===== src/rtl/fdc_seek_pkg.sv =====
package fdc_seek_pkg;

  typedef enum logic [2:0] {
    OP_HOME,
    OP_SEEK,
    OP_STEP,
    OP_STEP_IN,
    OP_STEP_OUT
  } seek_op_e;

  typedef enum logic [1:0] {
    ST_IDLE,
    ST_EVAL,
    ST_STEP,
    ST_WAIT
  } seq_state_e;

  function automatic logic op_is_seek(input seek_op_e op);
    return (op == OP_HOME) || (op == OP_SEEK);
  endfunction

endpackage


===== src/rtl/fdc_seek_decode.sv =====
module fdc_seek_decode
  import fdc_seek_pkg::*;
(
  input  logic [7:0] cmd_byte,
  output logic       hit,
  output seek_op_e   op,
  output logic       upd,
  output logic [1:0] rate
);

  logic [3:0] nib;
  logic       unused_opt;

  assign nib        = cmd_byte[7:4];
  assign unused_opt = ^cmd_byte[3:2];
  assign hit        = ~cmd_byte[7];
  assign rate       = cmd_byte[1:0];

  always_comb begin
    unique case (nib[2:1])
      2'd0:    op = nib[0] ? OP_SEEK : OP_HOME;
      2'd1:    op = OP_STEP;
      2'd2:    op = OP_STEP_IN;
      default: op = OP_STEP_OUT;
    endcase
  end

  // positioning to a target always tracks; single steps only with bit 4
  assign upd = (nib[2:1] == 2'd0) | cmd_byte[4];

endmodule


===== src/rtl/fdc_step_timer.sv =====
module fdc_step_timer #(
  parameter int unsigned TICK_DIV = 1000,
  parameter int unsigned RATE0    = 6,
  parameter int unsigned RATE1    = 12,
  parameter int unsigned RATE2    = 20,
  parameter int unsigned RATE3    = 30
) (
  input  logic       clk,
  input  logic       rst,
  input  logic       start,
  input  logic [1:0] rate_sel,
  output logic       done
);

  localparam int unsigned MAX01 = (RATE0 > RATE1) ? RATE0 : RATE1;
  localparam int unsigned MAX23 = (RATE2 > RATE3) ? RATE2 : RATE3;
  localparam int unsigned MAXR  = (MAX01 > MAX23) ? MAX01 : MAX23;
  localparam int PW = (TICK_DIV > 1) ? $clog2(TICK_DIV) : 1;
  localparam int TW = $clog2(MAXR + 1);
  localparam logic [PW-1:0] PRE_LAST = PW'(TICK_DIV - 1);

  logic [PW-1:0] pre;
  logic [TW-1:0] ticks;
  logic [TW-1:0] limit;
  logic          run;

  always_comb begin
    unique case (rate_sel)
      2'd0:    limit = TW'(RATE0);
      2'd1:    limit = TW'(RATE1);
      2'd2:    limit = TW'(RATE2);
      default: limit = TW'(RATE3);
    endcase
  end

  always_ff @(posedge clk) begin
    if (rst) begin
      pre   <= '0;
      ticks <= '0;
      run   <= 1'b0;
      done  <= 1'b0;
    end else begin
      done <= 1'b0;
      if (start) begin
        pre   <= '0;
        ticks <= '0;
        run   <= 1'b1;
      end else if (run) begin
        if (pre == PRE_LAST) begin
          pre   <= '0;
          ticks <= ticks + TW'(1);
          if ((ticks + TW'(1)) == limit) begin
            run  <= 1'b0;
            done <= 1'b1;
          end
        end else begin
          pre <= pre + PW'(1);
        end
      end
    end
  end

endmodule


===== src/rtl/fdc_seek_seq.sv =====
module fdc_seek_seq
  import fdc_seek_pkg::*;
#(
  parameter int TRK_W = 8
) (
  input  logic             clk,
  input  logic             rst,
  input  logic             cmd_wr,
  input  logic             dec_hit,
  input  seek_op_e         dec_op,
  input  logic             dec_upd,
  input  logic [1:0]       dec_rate,
  input  logic             trk_wr,
  input  logic [TRK_W-1:0] trk_wdata,
  input  logic             dat_wr,
  input  logic [TRK_W-1:0] dat_wdata,
  input  logic             stat_rd,
  input  logic             trk0_in,
  input  logic             tmr_done,
  output logic             tmr_start,
  output logic [1:0]       rate_q,
  output logic             pulse_q,
  output logic             dir_q,
  output logic [TRK_W-1:0] track_q,
  output logic [TRK_W-1:0] data_q,
  output logic             busy_q,
  output logic             irq_q
);

  seq_state_e st;
  seek_op_e   op_q;
  logic       upd_q;
  logic       launch;
  logic       at_stop;
  logic       end_now;
  logic       seek_like;

  assign launch    = cmd_wr & dec_hit;
  assign seek_like = op_is_seek(op_q);
  assign at_stop   = (st == ST_STEP) && !dir_q && trk0_in;
  assign tmr_start = !launch && (st == ST_STEP) && !at_stop;
  assign end_now   = !launch &&
                     (((st == ST_EVAL) && (track_q == data_q)) ||
                      at_stop ||
                      ((st == ST_WAIT) && tmr_done && !seek_like));

  always_ff @(posedge clk) begin
    if (rst) begin
      st      <= ST_EVAL;
      op_q    <= OP_HOME;
      upd_q   <= 1'b1;
      rate_q  <= 2'd3;
      pulse_q <= 1'b0;
      dir_q   <= 1'b1;
      track_q <= '1;
      data_q  <= '0;
      busy_q  <= 1'b1;
    end else begin
      pulse_q <= 1'b0;
      if (launch) begin
        op_q   <= dec_op;
        upd_q  <= dec_upd;
        rate_q <= dec_rate;
        busy_q <= 1'b1;
        unique case (dec_op)
          OP_HOME: begin
            track_q <= '1;
            data_q  <= '0;
            st      <= ST_EVAL;
          end
          OP_SEEK:     st <= ST_EVAL;
          OP_STEP_IN:  begin dir_q <= 1'b1; st <= ST_STEP; end
          OP_STEP_OUT: begin dir_q <= 1'b0; st <= ST_STEP; end
          default:     st <= ST_STEP;
        endcase
      end else begin
        unique case (st)
          ST_IDLE: begin
            if (trk_wr) track_q <= trk_wdata;
            if (dat_wr) data_q  <= dat_wdata;
          end
          ST_EVAL: begin
            if (track_q == data_q) begin
              st     <= ST_IDLE;
              busy_q <= 1'b0;
            end else begin
              dir_q <= (data_q > track_q);
              st    <= ST_STEP;
            end
          end
          ST_STEP: begin
            if (at_stop) begin
              track_q <= '0;
              st      <= ST_IDLE;
              busy_q  <= 1'b0;
            end else begin
              pulse_q <= 1'b1;
              if (upd_q) track_q <= dir_q ? track_q + TRK_W'(1) : track_q - TRK_W'(1);
              st <= ST_WAIT;
            end
          end
          default: begin
            if (tmr_done) begin
              if (seek_like) begin
                st <= ST_EVAL;
              end else begin
                st     <= ST_IDLE;
                busy_q <= 1'b0;
              end
            end
          end
        endcase
      end
    end
  end

  always_ff @(posedge clk) begin
    if (rst)                    irq_q <= 1'b0;
    else if (end_now)           irq_q <= 1'b1;
    else if (launch || stat_rd) irq_q <= 1'b0;
  end

endmodule


===== src/rtl/fdc_seek_ctrl.sv =====
module fdc_seek_ctrl
  import fdc_seek_pkg::*;
#(
  parameter int unsigned TICK_DIV = 1000,
  parameter int unsigned RATE0    = 6,
  parameter int unsigned RATE1    = 12,
  parameter int unsigned RATE2    = 20,
  parameter int unsigned RATE3    = 30
) (
  input  logic       clk,
  input  logic       rst,
  input  logic       cmd_wr,
  input  logic [7:0] cmd_byte,
  input  logic       trk_wr,
  input  logic [7:0] trk_wdata,
  input  logic       dat_wr,
  input  logic [7:0] dat_wdata,
  input  logic       stat_rd,
  input  logic       trk0_in,
  output logic       step_pulse,
  output logic       step_dir,
  output logic [7:0] track_q,
  output logic [7:0] data_q,
  output logic [7:0] status_q,
  output logic       irq
);

  localparam int TRK_W = 8;

  logic       dec_hit;
  seek_op_e   dec_op;
  logic       dec_upd;
  logic [1:0] dec_rate;
  logic       tmr_start;
  logic       tmr_done;
  logic [1:0] rate_q;
  logic       busy_q;
  logic       trk0_q;

  fdc_seek_decode u_dec (
    .cmd_byte (cmd_byte),
    .hit      (dec_hit),
    .op       (dec_op),
    .upd      (dec_upd),
    .rate     (dec_rate)
  );

  fdc_seek_seq #(.TRK_W(TRK_W)) u_seq (
    .clk       (clk),
    .rst       (rst),
    .cmd_wr    (cmd_wr),
    .dec_hit   (dec_hit),
    .dec_op    (dec_op),
    .dec_upd   (dec_upd),
    .dec_rate  (dec_rate),
    .trk_wr    (trk_wr),
    .trk_wdata (trk_wdata),
    .dat_wr    (dat_wr),
    .dat_wdata (dat_wdata),
    .stat_rd   (stat_rd),
    .trk0_in   (trk0_in),
    .tmr_done  (tmr_done),
    .tmr_start (tmr_start),
    .rate_q    (rate_q),
    .pulse_q   (step_pulse),
    .dir_q     (step_dir),
    .track_q   (track_q),
    .data_q    (data_q),
    .busy_q    (busy_q),
    .irq_q     (irq)
  );

  fdc_step_timer #(
    .TICK_DIV (TICK_DIV),
    .RATE0    (RATE0),
    .RATE1    (RATE1),
    .RATE2    (RATE2),
    .RATE3    (RATE3)
  ) u_tmr (
    .clk      (clk),
    .rst      (rst),
    .start    (tmr_start),
    .rate_sel (rate_q),
    .done     (tmr_done)
  );

  always_ff @(posedge clk) begin
    if (rst) trk0_q <= 1'b0;
    else     trk0_q <= trk0_in;
  end

  assign status_q = {5'b0, trk0_q, step_dir, busy_q};

endmodule


===== config.mk =====
export PLATFORM = sky130hd
export DESIGN_NAME = fdc_seek_ctrl
export DESIGN_NICKNAME = d
export VERILOG_FILES = /design/src/rtl/fdc_seek_pkg.sv /design/src/rtl/fdc_seek_decode.sv /design/src/rtl/fdc_step_timer.sv /design/src/rtl/fdc_seek_seq.sv /design/src/rtl/fdc_seek_ctrl.sv
export SDC_FILE = /design/constraint.sdc
export NUM_CORES = 1
export LEC_CHECK = 0
export ABC_AREA = 1
export CELL_PAD_IN_SITES_DETAIL_PLACEMENT = 0
export CELL_PAD_IN_SITES_GLOBAL_PLACEMENT = 1
export CORE_MARGIN = 2
export CORE_UTILIZATION = 32
export CTS_CLUSTER_DIAMETER = 50
export DETAILED_ROUTE_END_ITERATION = 8
export GPL_ROUTABILITY_DRIVEN = 0
export PLACE_DENSITY = 0.73
export SLEW_MARGIN = 20
export SYNTH_ARGS = -nofsm -noshare
export SYNTH_HDL_FRONTEND = slang
export SYNTH_HIERARCHICAL = 1
export SYNTH_SLANG_ARGS = --single-unit

===== constraint.sdc =====
create_clock -name clk -period 1.5 [get_ports clk]
set_input_delay 0.3 -clock clk [delete_from_list [all_inputs] [get_ports clk]]
set_output_delay 0.3 -clock clk [all_outputs]
set_load 0.01 [all_outputs]

=== Yosys cells after proc, flatten, opt, wreduce, memory -nomap -nowiden ===
Index checks and enable logic that the tools add are counted.

* Bits in registers: 46
* Bits of input ports: 31
* Output and inout bits: 27

* $add $sub $neg: 4
* $lt $le $gt $ge: 1
* Equality and inequality tests: 23
* Muxes and demuxes: 39
* Bitwise gates (word level): 7
* Reduce and logical (&&, ||, !) cells: 39

{| class="wikitable"
|+ Operators with widths
! kind !! count
|-
| $mux 8 || 10
|-
| $mux 1 || 17
|-
| $pmux 8 s2 || 1
|-
| $pmux 5 s3 || 1
|-
| $add 10x1->10 const B || 1
|-
| $eq 10x10->1 const B || 1
|-
| $mux 10 || 1
|-
| $mux 2 || 5
|-
| $pmux 3 s3 || 1
|-
| $add 8x1->8 const B || 1
|-
| $eq 2x2->1 const B || 4
|-
| $eq 8x8->1 || 1
|-
| $gt 8x8->1 || 1
|-
| $logic_and 1x1->1 || 8
|-
| $reduce_bool 2->1 || 4
|-
| $sub 8x1->8 const B || 1
|-
| $eq 2x1->1 const B || 3
|-
| $eq 3x1->1 const B || 2
|-
| $logic_not 2->1 || 3
|-
| $logic_not 3->1 || 2
|-
| $ne 2x1->1 const B || 3
|-
| $ne 3x3->1 const B || 2
|-
| $pmux 2 s3 || 1
|-
| $reduce_and 3->1 || 2
|-
| 22 further kinds || 37
|}

=== Logic depth before layout (Yosys ltp) ===
Gate-level depths: netlist of the first run.

* Depth in word-level cells: 7
* Depth in mapped cells: 11
* Gate-level depth less buffers: 11

=== By module ===
Netlist of the first run, hierarchy kept.

{| class="wikitable"
|+ By module, submodules not included
! module !! times used !! cells each !! area each (um^2) !! seq. area each (um^2)
|-
| fdc_seek_seq || 1 || 280 || 1880.6 || 540.5
|-
| fdc_step_timer || 1 || 124 || 909.6 || 340.3
|-
| fdc_seek_ctrl || 1 || 12 || 93.8 || 20.0
|-
| fdc_seek_decode || 1 || 11 || 70.1 || 0.0
|}

=== Worst setup path before layout of the first run ===
Ideal clock, no wire load.

* Path type: register -> register
* Start point: register u_seq.st[0]
* End point: register u_tmr.ticks[4]
* Setup time: 0.075 ns
* Arrival time: 1.542 ns
* Required time: 1.425 ns
* Path slack: -0.117 ns
* Cell stages (with the launch flop): 11
* Period minus slack after synthesis: 1.617 ns
* Cells stage by stage: dfxtp_1 inv_1 ha_1 inv_2 a21oi_4 inv_2 nor2_1 nor2_1 nand2_1 buf_4 o22ai_1

* Longest elaborated chain between the ends: 6

{| class="wikitable"
|+ Ends and longest elaborated chain
! element !! RTL line !! RTL
|-
| start: declaration || fdc_seek_seq.sv:30 || <nowiki>seq_state_e st;</nowiki>
|-
| start signal: assignment || fdc_seek_seq.sv:49 || <nowiki>st <= ST_EVAL;</nowiki>
|-
| start signal: assignment || fdc_seek_seq.sv:69 || <nowiki>st <= ST_EVAL;</nowiki>
|-
| start signal: assignment || fdc_seek_seq.sv:71 || <nowiki>OP_SEEK: st <= ST_EVAL;</nowiki>
|-
| $eq 2x2->1 (*) || fdc_seek_seq.sv:40, fdc_seek_seq.sv:41 ||
|-
| $logic_and 1x1->1 (2 in series) || fdc_seek_seq.sv:40 || <nowiki>assign at_stop = (st == ST_STEP) && !dir_q && trk0_in;</nowiki>
|-
| $logic_not 1->1 || fdc_seek_seq.sv:41 || <nowiki>assign tmr_start = !launch && (st == ST_STEP) && !at_stop;</nowiki>
|-
| $logic_and 1x1->1 (*) || fdc_seek_seq.sv:41 ||
|-
| net tmr_start || fdc_seek_ctrl.sv:34 || <nowiki>logic tmr_start;</nowiki>
|-
| $reduce_or 2->1 (no line) (*) || n/a ||
|-
| end signal: assignment || fdc_step_timer.sv:51 || <nowiki>ticks <= ticks + TW'(1);</nowiki>
|-
| end: declaration || fdc_step_timer.sv:23 || <nowiki>logic [TW-1:0] ticks;</nowiki>
|}

Mark *: on every way through the listed nets, which the timed path passes. The rest lies on a longest branch.
A chain may end at the register's enable or synchronous reset.

=== Worst setup path in the final report of the first run ===
* Start point: register u_seq.dir_q
* End point: register u_seq.track_q[6]

* Longest elaborated chain between the ends: 6

{| class="wikitable"
|+ Ends and longest elaborated chain
! element !! RTL line !! RTL
|-
| start: declaration || fdc_seek_seq.sv:23 || <nowiki>output logic dir_q,</nowiki>
|-
| start signal: assignment || fdc_seek_seq.sv:87 || <nowiki>dir_q <= (data_q > track_q);</nowiki>
|-
| $logic_not 1->1 || fdc_seek_seq.sv:40 ||
|-
| $logic_and 1x1->1 (2 in series) || fdc_seek_seq.sv:40 ||
|-
| $mux 8 || fdc_seek_seq.sv:92 || <nowiki>if (at_stop) begin</nowiki>
|-
| $pmux 8 s2 || fdc_seek_seq.sv:77 || <nowiki>unique case (st)</nowiki>
|-
| $mux 8 || fdc_seek_seq.sv:60 || <nowiki>if (launch) begin</nowiki>
|-
| end signal: assignment || fdc_seek_seq.sv:79 || <nowiki>if (trk_wr) track_q <= trk_wdata;</nowiki>
|-
| end signal: assignment || fdc_seek_seq.sv:98 || <nowiki>if (upd_q) track_q <= dir_q ? track_q + TRK_W'(1) : track_q - TRK_W'(1);</nowiki>
|-
| end: declaration || fdc_seek_seq.sv:24 || <nowiki>output logic [TRK_W-1:0] track_q,</nowiki>
|}

Parallel ways exist; a longest one is shown, timed or not. The select of a mux whose other input is x is not followed.

==> results, run 1 <==
- Dividing total power by cell area gives a power density of between 1000 and 1500 nW/um^2.
- For this run, global-route usage on met3 was measured as 0.0258.
- The synthesized netlist occupies a cell area of 2950 sq um.
- The number of vias per cell after detailed routing is 4.69.
- Each instance of the synthesized netlist takes up on average approximately 6.9 sq um.
- The detailed-router iteration count before antenna repair is 4.
- The worst setup slack after placement is -0.533 ns.
- Clock tree synthesis selected as its root buffer the cell sky130_fd_sc_hd__clkbuf_8.
- The number of antenna violations at the first check in global routing is 0.
- In the final layout, the share of cells above drive strength 1 is 0.356.
- Buffers inserted during clock tree synthesis total 5.
- For this configuration, the core starts out at a cell density of 0.324.
- Counting the fill cells in the layout gives 897.
- After routing, the total negative slack on setup checks comes to 0 ns.
- The met1 global-route usage is 0.202.
- Row generation in the floorplan step produced 35 rows.
- The net load switching power is ~2.6 mW.
- The maximum net fanout on the critical path is 3.
- The DRC marker count from the first detailed-route iteration is 96.
- The cell area reported after detailed placement is 3960 sq um.
- For this block, the via count after detailed routing is approximately 3100.
- The via count of the first global-routing pass is 3071.
- Registers take between 900 and 1000 sq um.
- The kind of critical path is reg -> reg.
- In this design, the stage delay of the slowest critical-path cell is around 0.39 ns.
- The run finished with clean final reports.
- By area the synthesized netlist is led by sky130_fd_sc_hd__dfxtp_1 30%, sky130_fd_sc_hd__nand2_1 13%, sky130_fd_sc_hd__ha_1 11%.
- The post-detailed-routing wire length is 8550 um.
- The cell count after synthesis is 427.
- Among cell families on the critical path, the largest total delay comes from simple AND/OR/NAND/NOR gates.
- During synthesis, Yosys emitted a total of 6 warnings.
- The final max-slew violation count was 0.
- The area growth from synthesis to layout is 57.1%.
- The top-area cell type share of the netlist area is 0.305.
- Global routing finished with a remaining overflow of 0.
- The overall die area is around 10000 sq um.
- The flip-flop and latch count after synthesis is 45.
- The worst path meets setup with about 0.0096 ns of slack.
- The clock latency on the worst-skew pair is just under 0.3 ns.
- The endpoint class of the critical path is a flip-flop.
- Among the stages of the critical path, the cell type that occurs most often is sky130_fd_sc_hd__nand2_1.
- Walking the worst path, the cells encountered are buf_6, fa_2, inv_2, nand3_1, nand3_1, nand2_1, nand3_1, nand2_1, nand2_1, nand2_1.
- The maximum count of clock buffers along a single path is 2.
- The instance count after placement with tap cells included is between 600 and 700.
- The share of total power dissipated in sequential elements is 0.252.
- The period utilization is 0.994.
- 0 antenna diodes ended up in the layout.
- The hold violation count in the final report is 0.
- For the worst setup path, the data arrival time is between 1.5 and 2 ns.
- The cell area after layout is roughly 4600 sq um.
- For this run, the total global-route usage over all layers was measured as 0.169.
- The clock drives 45 sinks.
- The number of setup violations in the final report is 0.
- The share of the Yosys chip area taken by registers is 0.305.
- The number of flops mapped to enable cells by yosys is 0.
- In the synthesized netlist the async set-or-reset flop fraction comes to 0.
- The path type of the worst min-delay path is reg -> reg.
- The core region is ~9000 sq um.
- For the finished layout, the period the worst path requires is ~1.5 ns.
- After legalization and detailed placement, the total HPWL measured about 6400 um.
- The number of buffers added on ports is 50.
- TritonCTS built the clock tree.
- The H-tree was split into 2 levels.
- The detailed-route DRC error count is 0.
- The share of total power dissipated in the clock network is 0.111.
- Across the run, the number of max-cap violations was 0.
- The number of nets still failing antenna checks after routing is 0.
- The die boundary height is approximately 100 um.
- The maximum VDD drop is between 0.5 and 0.6 mV.
- In the synthesized netlist the dominant register cell turns out to be sky130_fd_sc_hd__dfxtp_1.
- The critical path contains buffers and inverters numbering 2 combined.
- In this run the most used layer during global routing was met2.
- The number of different library cells used by synthesis comes to 40.
- The finished layout holds 653 standard cells, fillers aside.
- After detailed routing, the average wire length per cell comes to 13.1 um.
- The number of placed I/O pins is 58.
- From left edge to right edge, the die measures between 100 and 150 um.
- The standby leakage power is around 2.1 nW.
- The slowest cell on the critical path is sky130_fd_sc_hd__fa_2.
- Entering global routing, the biggest net connects 13 pins.
- The clock arrives with 0.00937 ns of skew.
- The data required time of the worst path is about 1.7 ns.
- For this run, global-route usage on met2 was measured as 0.317.
- The most common library cell in the layout ignoring fill and taps is sky130_fd_sc_hd__nand2_1.
- Timing would allow up to roughly 670 MHz.
- sky130_fd_sc_hd__dfxtp_1 takes more of the synthesized area than any other cell.
- At the end of the flow, the number of nets in the layout was 600.
- Leaving out fill and tap cells, the most frequent cells in the layout are 83 x sky130_fd_sc_hd__nand2_1, 66 x sky130_fd_sc_hd__buf_4, 41 x sky130_fd_sc_hd__inv_1.
- The clock transition at the registers of the reported paths is ~0.08 ns.
- The fraction of power spent switching nets is 0.418.
- The multi-input logic area is between 2000 and 2500 sq um.
- The worst setup path is launched from a flip-flop.
- The cell-internal power is between 3 and 4 mW.
- Setup repair after global routing could not meet its margin everywhere.
- The fraction of power consumed by combinational cells is 0.637.
- The first global-routing pass estimated ~14000 um of wire.
## area by class of cell
cell class	count	share of cell area
clock buffer	5	0.0148
clock inverter	1	0.00108
inverter	59	0.0520
multi-input combinational	309	0.466
sequential	45	0.200
tap	111	0.0299
timing repair buffer	123	0.236
## sequential cells by signal, summed over array words and instances, names as in the netlist
register,count
trk0_q,1
u_seq/busy_q,1
u_seq/data_q,8
u_seq/dir_q,1
u_seq/irq_q,1
u_seq/op_q,2
u_seq/pulse_q,1
u_seq/rate_q,2
u_seq/st,2
u_seq/track_q,8
u_seq/upd_q,1
u_tmr/done,1
u_tmr/pre,10
u_tmr/run,1
u_tmr/ticks,5
## cell usage after synthesis (2+ instances only)
master	number
sky130_fd_sc_hd__a21oi_4	2
sky130_fd_sc_hd__a31oi_1	2
sky130_fd_sc_hd__buf_4	12
sky130_fd_sc_hd__xnor2_1	2
sky130_fd_sc_hd__inv_4	2
sky130_fd_sc_hd__a211oi_1	8
sky130_fd_sc_hd__nand3_1	33
sky130_fd_sc_hd__buf_2	3
sky130_fd_sc_hd__inv_1	53
sky130_fd_sc_hd__dfxtp_1	45
sky130_fd_sc_hd__nor2_2	5
sky130_fd_sc_hd__a211oi_2	2
sky130_fd_sc_hd__o21ai_1	2
sky130_fd_sc_hd__ha_1	25
sky130_fd_sc_hd__o21ai_0	15
sky130_fd_sc_hd__nand2_2	2
sky130_fd_sc_hd__buf_6	2
sky130_fd_sc_hd__a21oi_1	32
sky130_fd_sc_hd__nor2_1	40
sky130_fd_sc_hd__nand2_1	101
sky130_fd_sc_hd__or2_2	2
sky130_fd_sc_hd__nor3_1	5
sky130_fd_sc_hd__xor2_1	5
sky130_fd_sc_hd__inv_2	4
sky130_fd_sc_hd__nand4_1	8
## routing by layer
| metal | vias to the layer above | wire, um |
|---|---|---|
| met3 | 7 | 252 |
| met1 | 1397 | 3700 |
| met2 | 57 | 4510 |
| met4 | 0 | 84 |
| li1 | 1601 | - |
| met5 | - | 0 |
## path summary, 6_finish.rpt
check	startpoint	to	slack (ns)	cells after the start
setup reg to reg	u_seq/dir_q	u_seq/track_q[6]	0.01	10
hold reg to reg	u_seq/op_q[1]	u_seq/op_q[1]	0.47	2
setup / recovery	u_seq/dir_q	u_seq/track_q[6]	0.01	10
hold / removal	u_seq/op_q[1]	u_seq/op_q[1]	0.47	2
## what timing repair did
item,CTS,global route
hold buffers,0,0
cloned,1,1
pin swaps,6,30
endpoints found under the setup margin,41,40
setup buffers,7,4
resized for setup,48,107
## logic make-up after synthesis
| logic type | after synthesis | synth area share |
|---|---|---|
| AND/OR/NAND/NOR | 204 | 0.303 |
| buffers and inverters | 78 | 0.123 |
| other | 1 | 0.00127 |
| AO/OA/AOI/OAI | 66 | 0.135 |
| adder cells (fa/ha/maj) | 26 | 0.113 |
| XOR/XNOR | 7 | 0.0208 |
| flip-flops | 45 | 0.305 |
## stage by stage
stage | util | total power [mW] | hold WS [ns]
2_1_floorplan | - | 3.35 | 0.367
5_1_grt | 0.509 | 6.86 | 0.512
6_report | 0.509 | 6.29 | 0.466
3_5_place_dp | 0.435 | 4.61 | 0.458
3_3_place_gp | 0.435 | 4.57 | 0.447
4_1_cts | 0.462 | 5.53 | 0.463
## worst register-to-register path: cells and delay by family (launching register included)
kind | cells | cell delay, ns
DFF | 1 | 0.38
buffers and inverters | 2 | 0.20
and+or+nand+nor | 7 | 0.44
adders and majority gates | 1 | 0.39
## power groups by stage
stage               sequential, mW  clock (mW)  combinational [mW]
floorplan                     1.61           0                1.74
global placement              1.54           0                3.03
detailed placement            1.54           0                3.07
CTS                           1.52       0.749                3.26
global route                  1.61       0.783                4.47
finish                        1.59       0.700                4.00
Power figures use the tool's default switching activity.
==> inputs of run 2 (changes only) <==
Settings changed: CORE_MARGIN 2 to 4, CTS_BUF_LIST set to sky130_fd_sc_hd__clkbuf_4 sky130_fd_sc_hd__clkbuf_8.
==> results, run 2 (same netlist as run 1, synthesis figures left out) <==
- The hold violation count in the final report is 0 (unchanged).
- The sequential cell area is 928 sq um (-0.13%).
- The maximum net fanout on the critical path is 4 (+1).
- The largest net degree at the start of global routing is 16 (+3).
- The core occupancy in the finished layout came to 0.523 (+0.0137).
- The detailed-route DRC error count is 0 (unchanged).
- The floorplan core area is 8850 sq um (-2.9%).
- The worst setup path is captured at a flip-flop.
- The wire length of the first global-routing pass is 13600 um (-0.61%).
- The slowest cell on the critical path is sky130_fd_sc_hd__dfxtp_4.
- The critical path launch point type is a flip-flop.
- Setup repair after global routing could not meet its margin everywhere.
- The number of placed I/O pins came to 58 (unchanged).
- The via count of the first global-routing pass is 2937 (-4.4%).
- The power after layout is 6.31 mW (+0.23%).
- The standby leakage power came to 2.14 nW (+2.3%).
- The total inserted antenna cells came to 0 (unchanged).
- The highest clock rate is 667 MHz (-0.52%).
- The flip-flop count of the largest register after layout is 10 (unchanged).
- The vias after detailed routing is 3120 (+1.9%).
- In the layout the commonest cells are 86 x sky130_fd_sc_hd__nand2_1, 76 x sky130_fd_sc_hd__buf_4, 45 x sky130_fd_sc_hd__inv_1.
- The starting density of the core is 0.334 (+0.00954).
- The total of max-cap violations is 0 (unchanged).
- The multi-input logic area is 2050 sq um (-5.1%).
- The worst hold path belongs to the class in -> reg.
- The period utilization is 0.999 (+0.00520).
- The overall die area is 10800 sq um (+8.2%).
- More flip-flops sit in one register than any other, and that register is u_tmr/pre.
- The number of nets still failing antenna checks after routing is 0 (unchanged).
- The post-route clock skew is 0.0135 ns (+0.00412 ns).
- The global router's overall resource usage was 0.149 (-0.0191).
- The number of buffers added on ports was 50 (unchanged).
- The critical path is of the reg -> reg type.
- Traced cell by cell, the critical path runs through buf_4, ha_4, nand2_1, nand2_2, a21oi_2, nand3_1, nand3_1, nand2_1, nand2_1, nand2_1.
- Leaving out fill and tap cells, the most frequent cell in the layout is sky130_fd_sc_hd__nand2_1.
- The number of setup violations in the final report is 0 (unchanged).
- By instance count, the cell type seen most on the critical path is sky130_fd_sc_hd__nand2_1.
- The post-detailed-routing wire length was 8490 um (-0.77%).
- The number of vias per cell after detailed routing came to 4.71 (+0.36%).
- The shortest period the worst path allows is 1.50 ns (+0.00779 ns).
- The width of the chip was 104 um (+4.0%).
- The row count is 34 (-2.9%).
- The met1 global-route usage is 0.200 (-0.00192).
- In this run the most used layer during global routing was met2.
- The total congestion overflow came to 0 (unchanged).
- The average wire per cell in the routed design is 12.8 um (-2.3%).
- The maximum cell stage delay along the critical path came to 0.37 ns (-0.02 ns).
- The number of buffers added by the clock tree synthesis step is 5 (unchanged).
- The DRC marker count from the first detailed-route iteration is 108 (+13%).
- The maximum count of clock buffers along a single path is 2 (unchanged).
- The ratio of total power to cell area is 1360 nW/um^2 (+0.47%).
- The endpoint arrival time on the critical path was 1.70 ns (+0.02 ns).
- The ratio of cells with drive above 1 in the final layout is 0.350 (-0.00654).
- The number of hold buffers added after CTS is 0 (unchanged).
- The die boundary height was 104 um (+4.0%).
- The met3 track demand over resource in global routing is 0.0286 (+0.00279).
- The number of antenna violations at the first check in global routing is 0 (unchanged).
- The met2 global-route usage is 0.248 (-0.0687).
- The largest registers in the layout are u_tmr/pre x10, u_seq/data_q x8, u_seq/track_q x8.
- The worst setup margin is 0.00178 ns (-0.00779 ns).
- The detailed-router iteration count before antenna repair is 4 (unchanged).
- The net total in the final layout is 611 (+1.8%).
- The fill cell instance count of the final layout is 880 (-1.9%).
- The data required time of the worst path came to 1.70 ns (about the same).
- The maximum VDD drop is 0.592 mV (-1.1%).
- The clock latency on the worst-skew pair is 0.30 ns (about the same).
- The final max-slew violation count was 0 (unchanged).
- The worst setup slack after placement is -0.530 ns (+0.00356 ns).
- The placed wire-length estimate after detailed placement was 6500 um (+1.9%).
- The H-tree level count is 2 (unchanged).
- TritonCTS built the clock tree.
- The CTS sink count was 45 (unchanged).
- The clock transition at the registers of the reported paths is 0.09 ns (about the same).
- The area growth from synthesis to layout is 56.7%.
- The buffer cell driving the clock tree root is sky130_fd_sc_hd__clkbuf_8.
- The run finished with clean final reports.
-- run 2: cell count changes in the layout (fill, tap and decap cells not counted), sizes merged --
| cell | delta |
|---|---|
| buf | +13 |
| clkdlybuf4s15 | -3 |
| clkinvlp | +2 |
| clkbuf | +1 |
| dlygate4sd2 | +1 |
| dlymetal6s2s | -1 |
-- run 2: layer usage --
| layer | share of wire | routed length (um) |
|---|---|---|
| met1 | 0.48 | 4060 |
| met5 | 0 | 0 |
| met3 | 0.049 | 418 |
| met4 | 0.013 | 110 |
| met2 | 0.46 | 3900 |
-- run 2: power breakdown --
part | switching (mW) | internal (mW)
Combinational | 2.04 | 1.93
Clock | 0.453 | 0.332
Sequential | 0.145 | 1.41
Total | 2.64 | 3.67
-- run 2: stage by stage --
| stage | cell area, sq um | hold WS [ns] | std cells | setup TNS, ns |
|---|---|---|---|---|
| 3_5_place_dp | 3990 | 0.457 | 632 | -12.43 |
| 2_1_floorplan | 2990 | 0.367 | 431 | -0.00804 |
| 5_1_grt | 4630 | 0.456 | 663 | -0.387 |
| 3_3_place_gp | 3990 | 0.443 | 632 | -11.74 |
| 4_1_cts | 4280 | 0.425 | 654 | -0.0115 |
| 6_report | 4630 | 0.436 | 663 | 0 |
-- run 2: timing repair --
action                                  CTS  global route
hold endpoints to repair                  0             0
endpoints found under the setup margin   43            40
setup buffers                            13             8
gates resized for setup                  54            77
cloned                                    1             1
pin swaps                                13            26
-- run 2: final timing paths --
check	slack (ns)	cells past startpoint	endpoint	startpoint
max	0.002	10	u_seq/track_q[7]	u_seq/track_q[4]
min	0.44	4	u_seq/upd_q	cmd_byte[4]
max reg2reg	0.002	10	u_seq/track_q[7]	u_seq/track_q[4]
min reg2reg	0.47	2	u_seq/busy_q	u_seq/busy_q
-- run 2: cell type report --
type,count,area share
Clock buffer,5,0.0149
Sequential cell,45,0.201
Tap cell,108,0.0292
Inverter,59,0.0519
Timing Repair Buffer,134,0.256
Clock inverter,3,0.00459
Multi-Input combinational cell,309,0.443
-- run 2: worst max-delay path: cells and delay by family, from the launching register on --
| kind | cells | cell delay [ns] |
|---|---|---|
| flip-flops | 1 | 0.37 |
| AND/OR/NAND/NOR | 7 | 0.50 |
| buffers and inverters | 1 | 0.15 |
| AO/OA/AOI/OAI | 1 | 0.16 |
| adder cells (fa/ha/maj) | 1 | 0.24 |
